<file path="src/rtl/flash_cmd_pkg.sv">
package flash_cmd_pkg;

    localparam int ADDR_W = 16;
    localparam int DATA_W = 8;

    typedef logic [ADDR_W-1:0] addr_t;
    typedef logic [DATA_W-1:0] byte_t;

    // Sequence keys and opcodes
    localparam addr_t KEY_ADDR_A   = 16'h5555;
    localparam addr_t KEY_ADDR_B   = 16'h2AAA;
    localparam byte_t KEY_DATA_A   = 8'hAA;
    localparam byte_t KEY_DATA_B   = 8'h55;
    localparam byte_t OP_PROGRAM   = 8'hA0;
    localparam byte_t OP_EXTENDED  = 8'h80;
    localparam byte_t OP_ID_ENTER  = 8'h90;
    localparam byte_t OP_ID_LEAVE  = 8'hF0;
    localparam byte_t OP_ERASE_ALL = 8'h10;
    localparam byte_t OP_LOCK_BOOT = 8'h40;

    typedef enum logic [2:0] {
        SQ_IDLE,
        SQ_KEY1,
        SQ_KEY2,
        SQ_PROG_ARM,
        SQ_EXT_PRE,
        SQ_EXT_KEY1,
        SQ_EXT_KEY2
    } seq_state_e;

    typedef struct packed {
        addr_t addr;
        byte_t data;
    } bus_write_t;

    typedef struct packed {
        logic prog;
        logic erase;
        logic lock_set;
        logic id_on;
        logic id_off;
    } seq_action_t;

    function automatic logic key_match(bus_write_t w, addr_t a, byte_t d);
        return (w.addr == a) && (w.data == d);
    endfunction

    function automatic logic in_boot(addr_t a, int unsigned limit);
        return 32'(a) < limit;
    endfunction

endpackage

</file>
<file path="src/rtl/strobe_filter.sv">
module strobe_filter
    import flash_cmd_pkg::*;
#(
    parameter int FILT_N = 4
) (
    input  logic       clk,
    input  logic       rst,
    input  logic       ce_n,
    input  logic       oe_n,
    input  logic       we_n,
    input  addr_t      addr,
    input  byte_t      wdata,
    output logic       wr_commit,
    output bus_write_t wr_beat
);
    localparam int CNT_W = $clog2(FILT_N + 1);
    localparam logic [CNT_W-1:0] RUN_MAX = CNT_W'(FILT_N);

    logic             wr_act;
    logic [CNT_W-1:0] run_len;

    assign wr_act = !ce_n && !we_n && oe_n;

    always_ff @(posedge clk) begin
        if (rst) begin
            run_len   <= '0;
            wr_commit <= 1'b0;
            wr_beat   <= '0;
        end else begin
            wr_commit <= !wr_act && (run_len == RUN_MAX);
            if (wr_act) begin
                if (run_len != RUN_MAX)
                    run_len <= run_len + 1'b1;
                if (run_len == '0)
                    wr_beat.addr <= addr;
                wr_beat.data <= wdata;
            end else begin
                run_len <= '0;
            end
        end
    end
endmodule

</file>
<file path="src/rtl/cmd_sequencer.sv">
module cmd_sequencer
    import flash_cmd_pkg::*;
(
    input  logic        clk,
    input  logic        rst,
    input  logic        wr_commit,
    input  bus_write_t  wr_beat,
    output seq_action_t act
);
    seq_state_e state, nxt;

    always_comb begin
        nxt = state;
        act = '0;
        if (wr_commit) begin
            case (state)
                SQ_IDLE: begin
                    if (key_match(wr_beat, KEY_ADDR_A, KEY_DATA_A))
                        nxt = SQ_KEY1;
                    else if (wr_beat.data == OP_ID_LEAVE)
                        act.id_off = 1'b1;
                end
                SQ_KEY1:
                    nxt = key_match(wr_beat, KEY_ADDR_B, KEY_DATA_B) ? SQ_KEY2 : SQ_IDLE;
                SQ_KEY2: begin
                    nxt = SQ_IDLE;
                    if (wr_beat.addr == KEY_ADDR_A) begin
                        case (wr_beat.data)
                            OP_PROGRAM:  nxt = SQ_PROG_ARM;
                            OP_EXTENDED: nxt = SQ_EXT_PRE;
                            OP_ID_ENTER: act.id_on = 1'b1;
                            OP_ID_LEAVE: act.id_off = 1'b1;
                            default:     nxt = SQ_IDLE;
                        endcase
                    end
                end
                SQ_PROG_ARM: begin
                    nxt = SQ_IDLE;
                    act.prog = 1'b1;
                end
                SQ_EXT_PRE:
                    nxt = key_match(wr_beat, KEY_ADDR_A, KEY_DATA_A) ? SQ_EXT_KEY1 : SQ_IDLE;
                SQ_EXT_KEY1:
                    nxt = key_match(wr_beat, KEY_ADDR_B, KEY_DATA_B) ? SQ_EXT_KEY2 : SQ_IDLE;
                SQ_EXT_KEY2: begin
                    nxt = SQ_IDLE;
                    if (wr_beat.addr == KEY_ADDR_A) begin
                        if (wr_beat.data == OP_ERASE_ALL)
                            act.erase = 1'b1;
                        else if (wr_beat.data == OP_LOCK_BOOT)
                            act.lock_set = 1'b1;
                    end
                end
                default: nxt = SQ_IDLE;
            endcase
        end
    end

    always_ff @(posedge clk) begin
        if (rst)
            state <= SQ_IDLE;
        else
            state <= nxt;
    end
endmodule

</file>
<file path="src/rtl/flag_keeper.sv">
module flag_keeper
    import flash_cmd_pkg::*;
#(
    parameter int unsigned BOOT_BYTES = 8192
) (
    input  logic        clk,
    input  logic        rst,
    input  seq_action_t act,
    input  bus_write_t  wr_beat,
    output logic        prog_valid,
    output addr_t       prog_addr,
    output byte_t       prog_data,
    output logic        erase_valid,
    output logic        erase_keep_boot,
    output logic        boot_locked,
    output logic        id_mode
);
    logic prog_blocked;

    assign prog_blocked = boot_locked && in_boot(wr_beat.addr, BOOT_BYTES);

    always_ff @(posedge clk) begin
        if (rst) begin
            prog_valid      <= 1'b0;
            prog_addr       <= '0;
            prog_data       <= '0;
            erase_valid     <= 1'b0;
            erase_keep_boot <= 1'b0;
            boot_locked     <= 1'b0;
            id_mode         <= 1'b0;
        end else begin
            prog_valid  <= act.prog && !prog_blocked;
            erase_valid <= act.erase;
            if (act.prog) begin
                prog_addr <= wr_beat.addr;
                prog_data <= wr_beat.data;
            end
            if (act.erase)
                erase_keep_boot <= boot_locked;
            if (act.lock_set)
                boot_locked <= 1'b1;
            if (act.id_on)
                id_mode <= 1'b1;
            else if (act.id_off)
                id_mode <= 1'b0;
        end
    end
endmodule

</file>
<file path="src/rtl/id_readout.sv">
module id_readout
    import flash_cmd_pkg::*;
#(
    parameter byte_t MFR_CODE = 8'hC5,
    parameter byte_t DEV_CODE = 8'h3A
) (
    input  logic  ce_n,
    input  logic  oe_n,
    input  logic  we_n,
    input  addr_t addr,
    input  logic  id_mode,
    input  logic  boot_locked,
    output logic  id_rd_valid,
    output byte_t id_rdata
);
    always_comb begin
        id_rd_valid = id_mode && !ce_n && !oe_n && we_n;
        id_rdata    = '0;
        if (id_rd_valid) begin
            case (addr)
                16'h0000: id_rdata = MFR_CODE;
                16'h0001: id_rdata = DEV_CODE;
                16'h0002: id_rdata = {{(DATA_W-1){1'b0}}, boot_locked};
                default:  id_rdata = '0;
            endcase
        end
    end
endmodule

</file>
<file path="src/rtl/flash_cmd_decoder.sv">
module flash_cmd_decoder
    import flash_cmd_pkg::*;
#(
    parameter int          FILT_N     = 4,
    parameter int unsigned BOOT_BYTES = 8192,
    parameter logic [7:0]  MFR_CODE   = 8'hC5,
    parameter logic [7:0]  DEV_CODE   = 8'h3A
) (
    input  logic        clk,
    input  logic        rst,
    input  logic        ce_n,
    input  logic        oe_n,
    input  logic        we_n,
    input  logic [15:0] addr,
    input  logic [7:0]  wdata,
    output logic        prog_valid,
    output logic [15:0] prog_addr,
    output logic [7:0]  prog_data,
    output logic        erase_valid,
    output logic        erase_keep_boot,
    output logic        boot_locked,
    output logic        id_mode,
    output logic        id_rd_valid,
    output logic [7:0]  id_rdata
);
    logic        wr_commit;
    bus_write_t  wr_beat;
    seq_action_t act;

    strobe_filter #(.FILT_N(FILT_N)) u_filter (
        .clk       (clk),
        .rst       (rst),
        .ce_n      (ce_n),
        .oe_n      (oe_n),
        .we_n      (we_n),
        .addr      (addr),
        .wdata     (wdata),
        .wr_commit (wr_commit),
        .wr_beat   (wr_beat)
    );

    cmd_sequencer u_seq (
        .clk       (clk),
        .rst       (rst),
        .wr_commit (wr_commit),
        .wr_beat   (wr_beat),
        .act       (act)
    );

    flag_keeper #(.BOOT_BYTES(BOOT_BYTES)) u_flags (
        .clk             (clk),
        .rst             (rst),
        .act             (act),
        .wr_beat         (wr_beat),
        .prog_valid      (prog_valid),
        .prog_addr       (prog_addr),
        .prog_data       (prog_data),
        .erase_valid     (erase_valid),
        .erase_keep_boot (erase_keep_boot),
        .boot_locked     (boot_locked),
        .id_mode         (id_mode)
    );

    id_readout #(.MFR_CODE(MFR_CODE), .DEV_CODE(DEV_CODE)) u_id (
        .ce_n        (ce_n),
        .oe_n        (oe_n),
        .we_n        (we_n),
        .addr        (addr),
        .id_mode     (id_mode),
        .boot_locked (boot_locked),
        .id_rd_valid (id_rd_valid),
        .id_rdata    (id_rdata)
    );
endmodule

</file>
<file path="config.mk">
export PLATFORM = sky130hd
export DESIGN_NAME = flash_cmd_decoder
export DESIGN_NICKNAME = d
export VERILOG_FILES = /design/src/rtl/flash_cmd_pkg.sv /design/src/rtl/strobe_filter.sv /design/src/rtl/cmd_sequencer.sv /design/src/rtl/flag_keeper.sv /design/src/rtl/id_readout.sv /design/src/rtl/flash_cmd_decoder.sv
export SDC_FILE = /design/constraint.sdc
export NUM_CORES = 1
export LEC_CHECK = 0
export CORE_ASPECT_RATIO = 0.9
export CORE_MARGIN = 2
export CORE_UTILIZATION = 45
export CTS_CLUSTER_DIAMETER = 150
export CTS_CLUSTER_SIZE = 10
export DETAILED_ROUTE_END_ITERATION = 6
export PLACE_DENSITY_LB_ADDON = 0.12
export SYNTH_ARGS = -nofsm -noshare
export SYNTH_HDL_FRONTEND = slang
export SYNTH_HIERARCHICAL = 1
export SYNTH_SLANG_ARGS = --single-unit
</file>
<file path="constraint.sdc">
create_clock -name clk -period 2.4 [get_ports clk]
set_input_delay 0.72 -clock clk [delete_from_list [all_inputs] [get_ports clk]]
set_output_delay 0.72 -clock clk [all_outputs]
set_load 0.02 [all_outputs]
</file>
==> results of run 1 <==
layout make-up:
cell class              instances  area, µm²  share of cell area [%]
repair buffers                 89        801                    20.8
inverters                       6       22.5                   0.584
clock inverters                 6        113                    2.92
multi-input cells             188       1500                    39.0
well taps                      72       90.1                    2.33
clock buffers                  10        128                    3.31
flip-flops and latches         60       1200                    31.1
per-layer routing:
metal	track usage, %	share of wire, %	vias up
met5	0	0	-
li1	-	-	1119
met2	29.7	46	55
met3	7.38	4.5	5
met1	27.5	49	1036
met4	6.56	0.70	0
cell families (layout without fill, tap and decap cells):
logic type,after synthesis,after routing,share of synthesized area [%]
XOR/XNOR,1,1,0.314
AO/OA/AOI/OAI,19,19,5.56
flip-flops,60,60,43.0
AND/OR/NAND/NOR,124,124,28.7
multiplexers,42,42,15.1
adder cells (fa/ha/maj),2,2,0.897
buffers and inverters,24,111,6.37
cell usage after synthesis (all sizes together), types with 2 or more instances:
cell type,n
nor2b,3
a21boi,2
or3b,2
a22o,8
inv,6
dfxtp,60
nand4,3
nand4bb,2
nor3,4
nor4,7
and2,3
nand2,4
nor4b,2
a21oi,3
nor4bb,4
and4bb,3
nor2,34
buf,14
and4b,2
clkbuf,4
nand3b,2
nand3,6
or4b,2
mux2i,42
nor3b,2
ha,2
nand2b,35
worst paths after layout:
kind / from / to / slack, ps
setup / recovery: oe_n / id_rdata[0] / -140
setup reg to reg: u_filter/wr_beat[20]$_SDFFE_PP0P_ / u_flags/erase_keep_boot$_SDFFE_PP0P_ / 470
hold reg to reg: u_flags/prog_addr[14]$_SDFFE_PP0P_ / u_flags/prog_addr[14]$_SDFFE_PP0P_ / 500
hold / removal: u_flags/prog_addr[14]$_SDFFE_PP0P_ / u_flags/prog_addr[14]$_SDFFE_PP0P_ / 500
tightest hold or removal path, delay by kind of cell, from the launching register on:
kind / cells / cell delay [ps]
AND/OR/NAND/NOR: 1 / 70
flip-flops: 1 / 330
multiplexers: 1 / 60
where the power goes:
| part | leakage [µW] | internal, µW | total, µW | switching (µW) |
|---|---|---|---|---|
| clock | 0.000120 | 691 | 1100 | 404 |
| sequential | 0.000485 | 1010 | 1030 | 20.1 |
| combinational | 0.000795 | 83.7 | 150 | 66.6 |
| total | 0.00140 | 1790 | 2280 | 490 |
state kept, by name, summed over array words and instances (netlist names):
signal and flops:
u_filter/wr_beat 24, u_flags/prog_addr 16, u_flags/prog_data 8, u_filter/run_len 3, u_seq/state 3, u_filter/wr_commit 1
u_flags/boot_locked 1, u_flags/erase_keep_boot 1, u_flags/erase_valid 1, u_flags/id_mode 1, u_flags/prog_valid 1
what timing repair did:
item,4_1_cts,5_1_grt
gates cloned,0,0
buffers inserted,3,1
pin swaps,10,1
hold endpoints to repair,0,0
endpoints found under the setup margin,9,8
gates resized for setup,114,4
hold buffers,0,0
through the flow:
step | total power, µW | TNS, ps | util (%) | cells
2_1_floorplan | 1110 | -894 | - | 272
3_3_place_gp | 1200 | -8720 | 59.6 | 411
3_5_place_dp | 1210 | -8830 | 59.6 | 411
4_1_cts | 2300 | -1030 | 63.8 | 430
5_1_grt | 2370 | -1420 | 63.8 | 431
6_report | 2280 | -911 | 63.8 | 431
==> implementation parameters, run 1 <==
Parameter                              Value

Logic synthesis
  Most area-hungry cell type in the Yosys netlist ... dfxtp_1
  Combined area of all synthesized cells ... roughly 2800 µm²
  Cells taking the most area after synthesis ... dfxtp_1 (43%), mux2i_1 (15%), nand2b_1 (7.8%), nor2_1 (4.6%), a22o_1 (2.5%)
  Number of enable flip-flop cells after synthesis ... 0
  Post-Syn Nets ... 303
  Synthesized flop and latch total ... 60
  Register area share after synthesis ... a little over two fifths
  Mean instance size in the synthesized netlist ... 10.3 µm²
  Synth Instances ... 272
  Primary flip-flop cell chosen by synthesis mapping ... dfxtp_1
  Share of async-settable or async-resettable flops after synthesis ... 0%
  Share of the synthesized area in the top cell type ... approximately 43%
  Ys Warns ... 6
  Count of distinct cell types in the synthesized netlist ... 47

Clock tree
  Total number of H-tree levels ... 3
  CTS sink count ... 60
  Clock Latency Late Sink ... 340 ps
  Number of buffers inserted during clock tree synthesis ... 9
  Root Driver ... clkbuf_8
  Maximum root-to-sink buffer count ... 2
  Clock transition time at the flip-flop clock pins of the worst setup and hold paths ... 70 ps
  TritonCTS clock tree ... built

Timing
  Final worst path period need ... 2540 ps
  Hold violation count in the final report ... 0
  Final worst slack ... -139 ps
  Worst Tran Pin Value ... 557 ps
  Post-route clock period utilization ... 106%
  Final Max Tran Viols ... 0
  Worst clock skew ... about 6 ps
  Max-slew headroom at the worst pin ... 62.7%
  Upper clock frequency limit ... 394 MHz
  RSZ-0062 raised after global routing ... true
  Worst slack on hold paths ... 496 ps
  Setup violators final ... 8

Cells and area
  Design Area, Final ... between 3000 and 4000 µm²
  Antenna cell count ... 0
  Post-layout nets ... 385
  Commonest non-fill, non-tap cells in the layout ... dfxtp_1 (60), mux2i_1 (42), clkdlybuf4s50_1 (37)
  Fraction of final layout cells with drive strength greater than 1 ... around 23%
  Area overhead of the layout relative to synthesis ... 38.3%
  Filler cells ... 529
  Most common cell after layout, fill and taps aside ... dfxtp_1

Routing
  Drt pass-1 iters ... 4
  Routed wire length ... 6400 µm
  Total via count after detailed routing ... 2215
  Average routed wire per standard cell ... approximately 15 µm
  Mean number of vias per cell ... 5.14
  Number of violations reported at the end of detailed-routing iteration 0 ... 165
  # DRC ... 0
  Final ANT Viol Nets ... 0

Global routing
  Number of antenna violations at the first check in global routing ... 0
  Via count of the first global-routing pass ... 2156
  Aggregate global-route resource usage ... ~20%
  Wire length of the first global-routing pass ... 10600 µm
  Pin count of the biggest net entering global routing ... 34
  Grt total ovfl ... 0

Place
  Port Buffer Count ... 66
  Worst setup slack after placement ... -1080 ps
  Detail Placement HPWL ... 4560 µm
  Total cell area at the placement stage ... 3600 µm²
  Weighted congestion reported at the end of routability-driven placement ... roughly 0.8

Critical path
  Critical path depth ... 6
  Kind of critical path ... in -> out
  Top delay family on crit path ... buffers and inverters
  Worst path arrival time ... 1820 ps
  Maximum fanout count along the critical path ... 3
  Cell count of the worst reg-to-reg path ... 6
  Ordered list of cells on the worst path ... buf_6 -> and4bb_2 -> nand2_2 -> buf_4 -> a2111oi_4 -> buf_4
  Cell type with the highest occurrence count on the critical path ... buf_4
  CP Data Required Time ... 1680 ps
  Critical path's largest stage delay ... 310 ps
  Critical Path End Type ... output port
  Cell type of the slowest stage on the worst timing path ... and4bb_2
  Worst Path Buf+Inv ... 3
  Type of element launching the critical path ... input pin

Floorplan
  Die Span X ... 87 µm
  Die height ... 78.7 µm
  Cell row count ... 27
  Starting Density ... a little under half
  Count of pins on the block boundary ... 67
  Die area ... 6850 µm²
  Placeable core region ... 6050 µm²

Power
  Lkg Pwr ... 0.00140 µW
  Power density cells ... ~590 nW/µm²
  Peak supply drop ... 0.588 mV

Flow run
  Max-cap viol count ... 0

Min path
  Number of instances on the worst hold path ... 2
  Path type of the worst min-delay path ... reg -> reg

Run status
  Status ... finished with violations
  Failing checks ... negative setup slack
(Power assumes the default switching activity.)
==> inputs of run 2 (changes only) <==
--- a/config.mk
+++ b/config.mk
@@ -5,8 +5,9 @@
 export SDC_FILE = /design/constraint.sdc
 export NUM_CORES = 1
 export LEC_CHECK = 0
+export ABC_CLOCK_PERIOD_IN_PS = 2400
 export CORE_ASPECT_RATIO = 0.9
-export CORE_MARGIN = 2
+export CORE_MARGIN = 3
 export CORE_UTILIZATION = 45
 export CTS_CLUSTER_DIAMETER = 150
 export CTS_CLUSTER_SIZE = 10
==> implementation parameters, run 2 (synthesis results as in run 1) <==
Parameter                              Value

Run status
  Status ... finished with violations
  Failing checks ... negative setup slack

Critical path
  Type of element launching the critical path ... input pin
  Cell type of the slowest stage on the worst timing path ... nor4_4
  Kind of critical path ... in -> out
  Worst path arrival time ... 1880 ps (+60 ps)
  Maximum fanout count along the critical path ... 4 (+1)
  Critical path's largest stage delay ... 370 ps (+60 ps)
  Cell type with the highest occurrence count on the critical path ... nor4_4
  Ordered list of cells on the worst path ... buf_6 -> nor4_4 -> nand3_4 -> nor4_4 -> buf_4
  Critical Path End Type ... output port
  CP Data Required Time ... 1680 ps (about the same)

Timing
  Final Max Tran Viols ... 0 (unchanged)
  Worst Tran Pin Value ... 504 ps (-53.3 ps)
  RSZ-0062 raised after global routing ... true
  Upper clock frequency limit ... 384 MHz (-2.5%)
  Final worst slack ... -203 ps (-63.8 ps)
  Post-route clock period utilization ... 108% (+2.7 points)
  Worst clock skew ... 5.95 ps (+0.0581 ps)
  Worst slack on hold paths ... 489 ps (-6.87 ps)
  Max-slew headroom at the worst pin ... 66.3% (+3.6 points)
  Hold violation count in the final report ... 0 (unchanged)
  Final worst path period need ... 2600 ps (+63.8 ps)
  Setup violators final ... 8 (unchanged)

Cells and area
  Filler cells ... 499 (-5.7%)
  Top register by number of flip-flops ... u_filter/wr_beat
  Area overhead of the layout relative to synthesis ... 36.2%
  Commonest non-fill, non-tap cells in the layout ... dfxtp_1 (60), mux2i_1 (42), clkdlybuf4s50_1 (37)
  Max FFs per register ... 24 (unchanged)
  Post-layout nets ... 383 (-0.52%)
  Final Non-Filler Cells ... 426 (-1.2%)
  Registers with the most flip-flops ... u_filter/wr_beat (24), u_flags/prog_addr (16), u_flags/prog_data (8)
  Fraction of final layout cells with drive strength greater than 1 ... 21.6% (-0.93 points)
  Antenna cell count ... 0 (unchanged)
  Most common cell after layout, fill and taps aside ... dfxtp_1
  Design Area, Final ... 3800 µm² (-1.5%)

Routing
  Number of violations reported at the end of detailed-routing iteration 0 ... 155 (-6.1%)
  # DRC ... 0 (unchanged)
  Routed wire length ... 6560 µm (+2.6%)
  Final ANT Viol Nets ... 0 (unchanged)
  Drt pass-1 iters ... 4 (unchanged)
  Mean number of vias per cell ... 5.17 (+0.67%)
  Average routed wire per standard cell ... 15.4 µm (+3.8%)
  Total via count after detailed routing ... 2204 (-0.50%)

Floorplan
  Count of pins on the block boundary ... 67 (unchanged)
  Placeable core region ... 5820 µm² (-3.7%)
  Die area ... 7180 µm² (+4.9%)
  Cell row count ... 26 (-3.7%)
  Die height ... 80.7 µm (+2.5%)
  Starting Density ... 47.9% (+1.8 points)
  Die Span X ... 89 µm (+2.3%)

Min path
  Path type of the worst min-delay path ... reg -> reg

Clock tree
  Clock Latency Late Sink ... 330 ps (about the same)
  Clock transition time at the flip-flop clock pins of the worst setup and hold paths ... 60 ps (about the same)
  TritonCTS clock tree ... built
  Number of buffers inserted during clock tree synthesis ... 9 (unchanged)
  Maximum root-to-sink buffer count ... 2 (unchanged)
  Number of hold-repair buffers added at the cts stage ... 0 (unchanged)
  CTS sink count ... 60 (unchanged)
  Root Driver ... clkbuf_8
  Total number of H-tree levels ... 3 (unchanged)

Place
  Cell total after placement ... 408 (-0.73%)
  Detail Placement HPWL ... 4620 µm (+1.1%)
  Total cell area at the placement stage ... 3590 µm² (-0.28%)
  Port Buffer Count ... 66 (unchanged)
  Weighted congestion reported at the end of routability-driven placement ... 0.818 (+4.5%)

Power
  Total Power Consumption ... 2060 µW (-9.5%)
  Peak supply drop ... 0.366 mV (-38%)
  Lkg Pwr ... 0.00137 µW (-2.2%)
  Power density cells ... 542 nW/µm² (-8.1%)

Global routing
  Pin count of the biggest net entering global routing ... 27 (-21%)
  Grt total ovfl ... 0 (unchanged)
  Aggregate global-route resource usage ... 19.9% (-0.37 points)
  Wire length of the first global-routing pass ... 10800 µm (+1.5%)
  Number of antenna violations at the first check in global routing ... 0 (unchanged)
  Via count of the first global-routing pass ... 2166 (+0.46%)

Flow run
  Max-cap viol count ... 0 (unchanged)
[run 2: changes by cell type in the layout (fill, tap and decap cells not counted), moves of 2 or more]
cell and change:
clkbuf_2 -2, clkinv_4 -2, bufinv_16 -2, buf_4 -5, clkinv_2 +2, buf_6 +2
[run 2: layout make-up]
type,instances,area (µm²),share of cell area [%]
multi-input combinational,188,1500,39.6
sequential,60,1200,31.6
timing repair buffer,87,796,20.9
clock buffer,10,138,3.62
tap,70,87.6,2.30
clock inverter,5,52.6,1.38
inverter,6,22.5,0.592
[run 2: final timing paths]
check	start	endpoint	slack (ps)	cells past startpoint
setup reg to reg	u_filter/wr_beat[22]$_SDFFE_PP0P_	u_flags/erase_keep_boot$_SDFFE_PP0P_	420	6
hold / removal	u_flags/erase_keep_boot$_SDFFE_PP0P_	u_flags/erase_keep_boot$_SDFFE_PP0P_	490	2
hold reg to reg	u_flags/erase_keep_boot$_SDFFE_PP0P_	u_flags/erase_keep_boot$_SDFFE_PP0P_	490	2
setup / recovery	addr[10]	id_rdata[3]	-200	5
[run 2: timing repair]
item / in CTS / in global routing
endpoints found under the setup margin: 9 / 8
setup buffers: 2 / 1
hold endpoints to repair: 0 / 0
pin swaps: 10 / 4
gates resized for setup: 116 / 0
cloned: 0 / 0
[run 2: layer usage]
layer	vias to the layer above	routed length, µm	track usage (%)
li1	1117	-	-
met1	1017	3180	27.2
met2	64	2940	29.7
met3	6	390	7.08
met4	0	47	5.36
met5	-	0	0
[run 2: metrics by stage]
stage / utilization, % / setup slack, ps / TNS [ps]
final: 65.3 / -203 / -1370
after CTS: 65.1 / -198 / -1330
after global routing: 65.3 / -264 / -1810
after detailed placement: 61.7 / -1080 / -8820
after global placement: 61.7 / -1090 / -8830
after floorplan: - / -191 / -894
[run 2: critical path: cells and delay by family]
kind	cells	cell delay, ps
buffers and inverters	2	300
and+or+nand+nor	3	860
[run 2: power breakdown]
| part | switching (µW) | internal [µW] | total (µW) | leakage, µW |
|---|---|---|---|---|
| sequential | 19.5 | 1010 | 1030 | 0.000485 |
| combinational | 67.4 | 82.7 | 150 | 0.000786 |
| clock | 384 | 496 | 880 | 0.0000979 |
==> inputs of run 3 (changes only) <==
--- a/config.mk
+++ b/config.mk
@@ -13,6 +13,7 @@
 export CTS_CLUSTER_SIZE = 10
 export DETAILED_ROUTE_END_ITERATION = 6
 export PLACE_DENSITY_LB_ADDON = 0.12
+export SLEW_MARGIN = 20
 export SYNTH_ARGS = -nofsm -noshare
 export SYNTH_HDL_FRONTEND = slang
 export SYNTH_HIERARCHICAL = 1
==> results of run 3 <==
Final layout, timing and power as in run 2 (identical DEF).
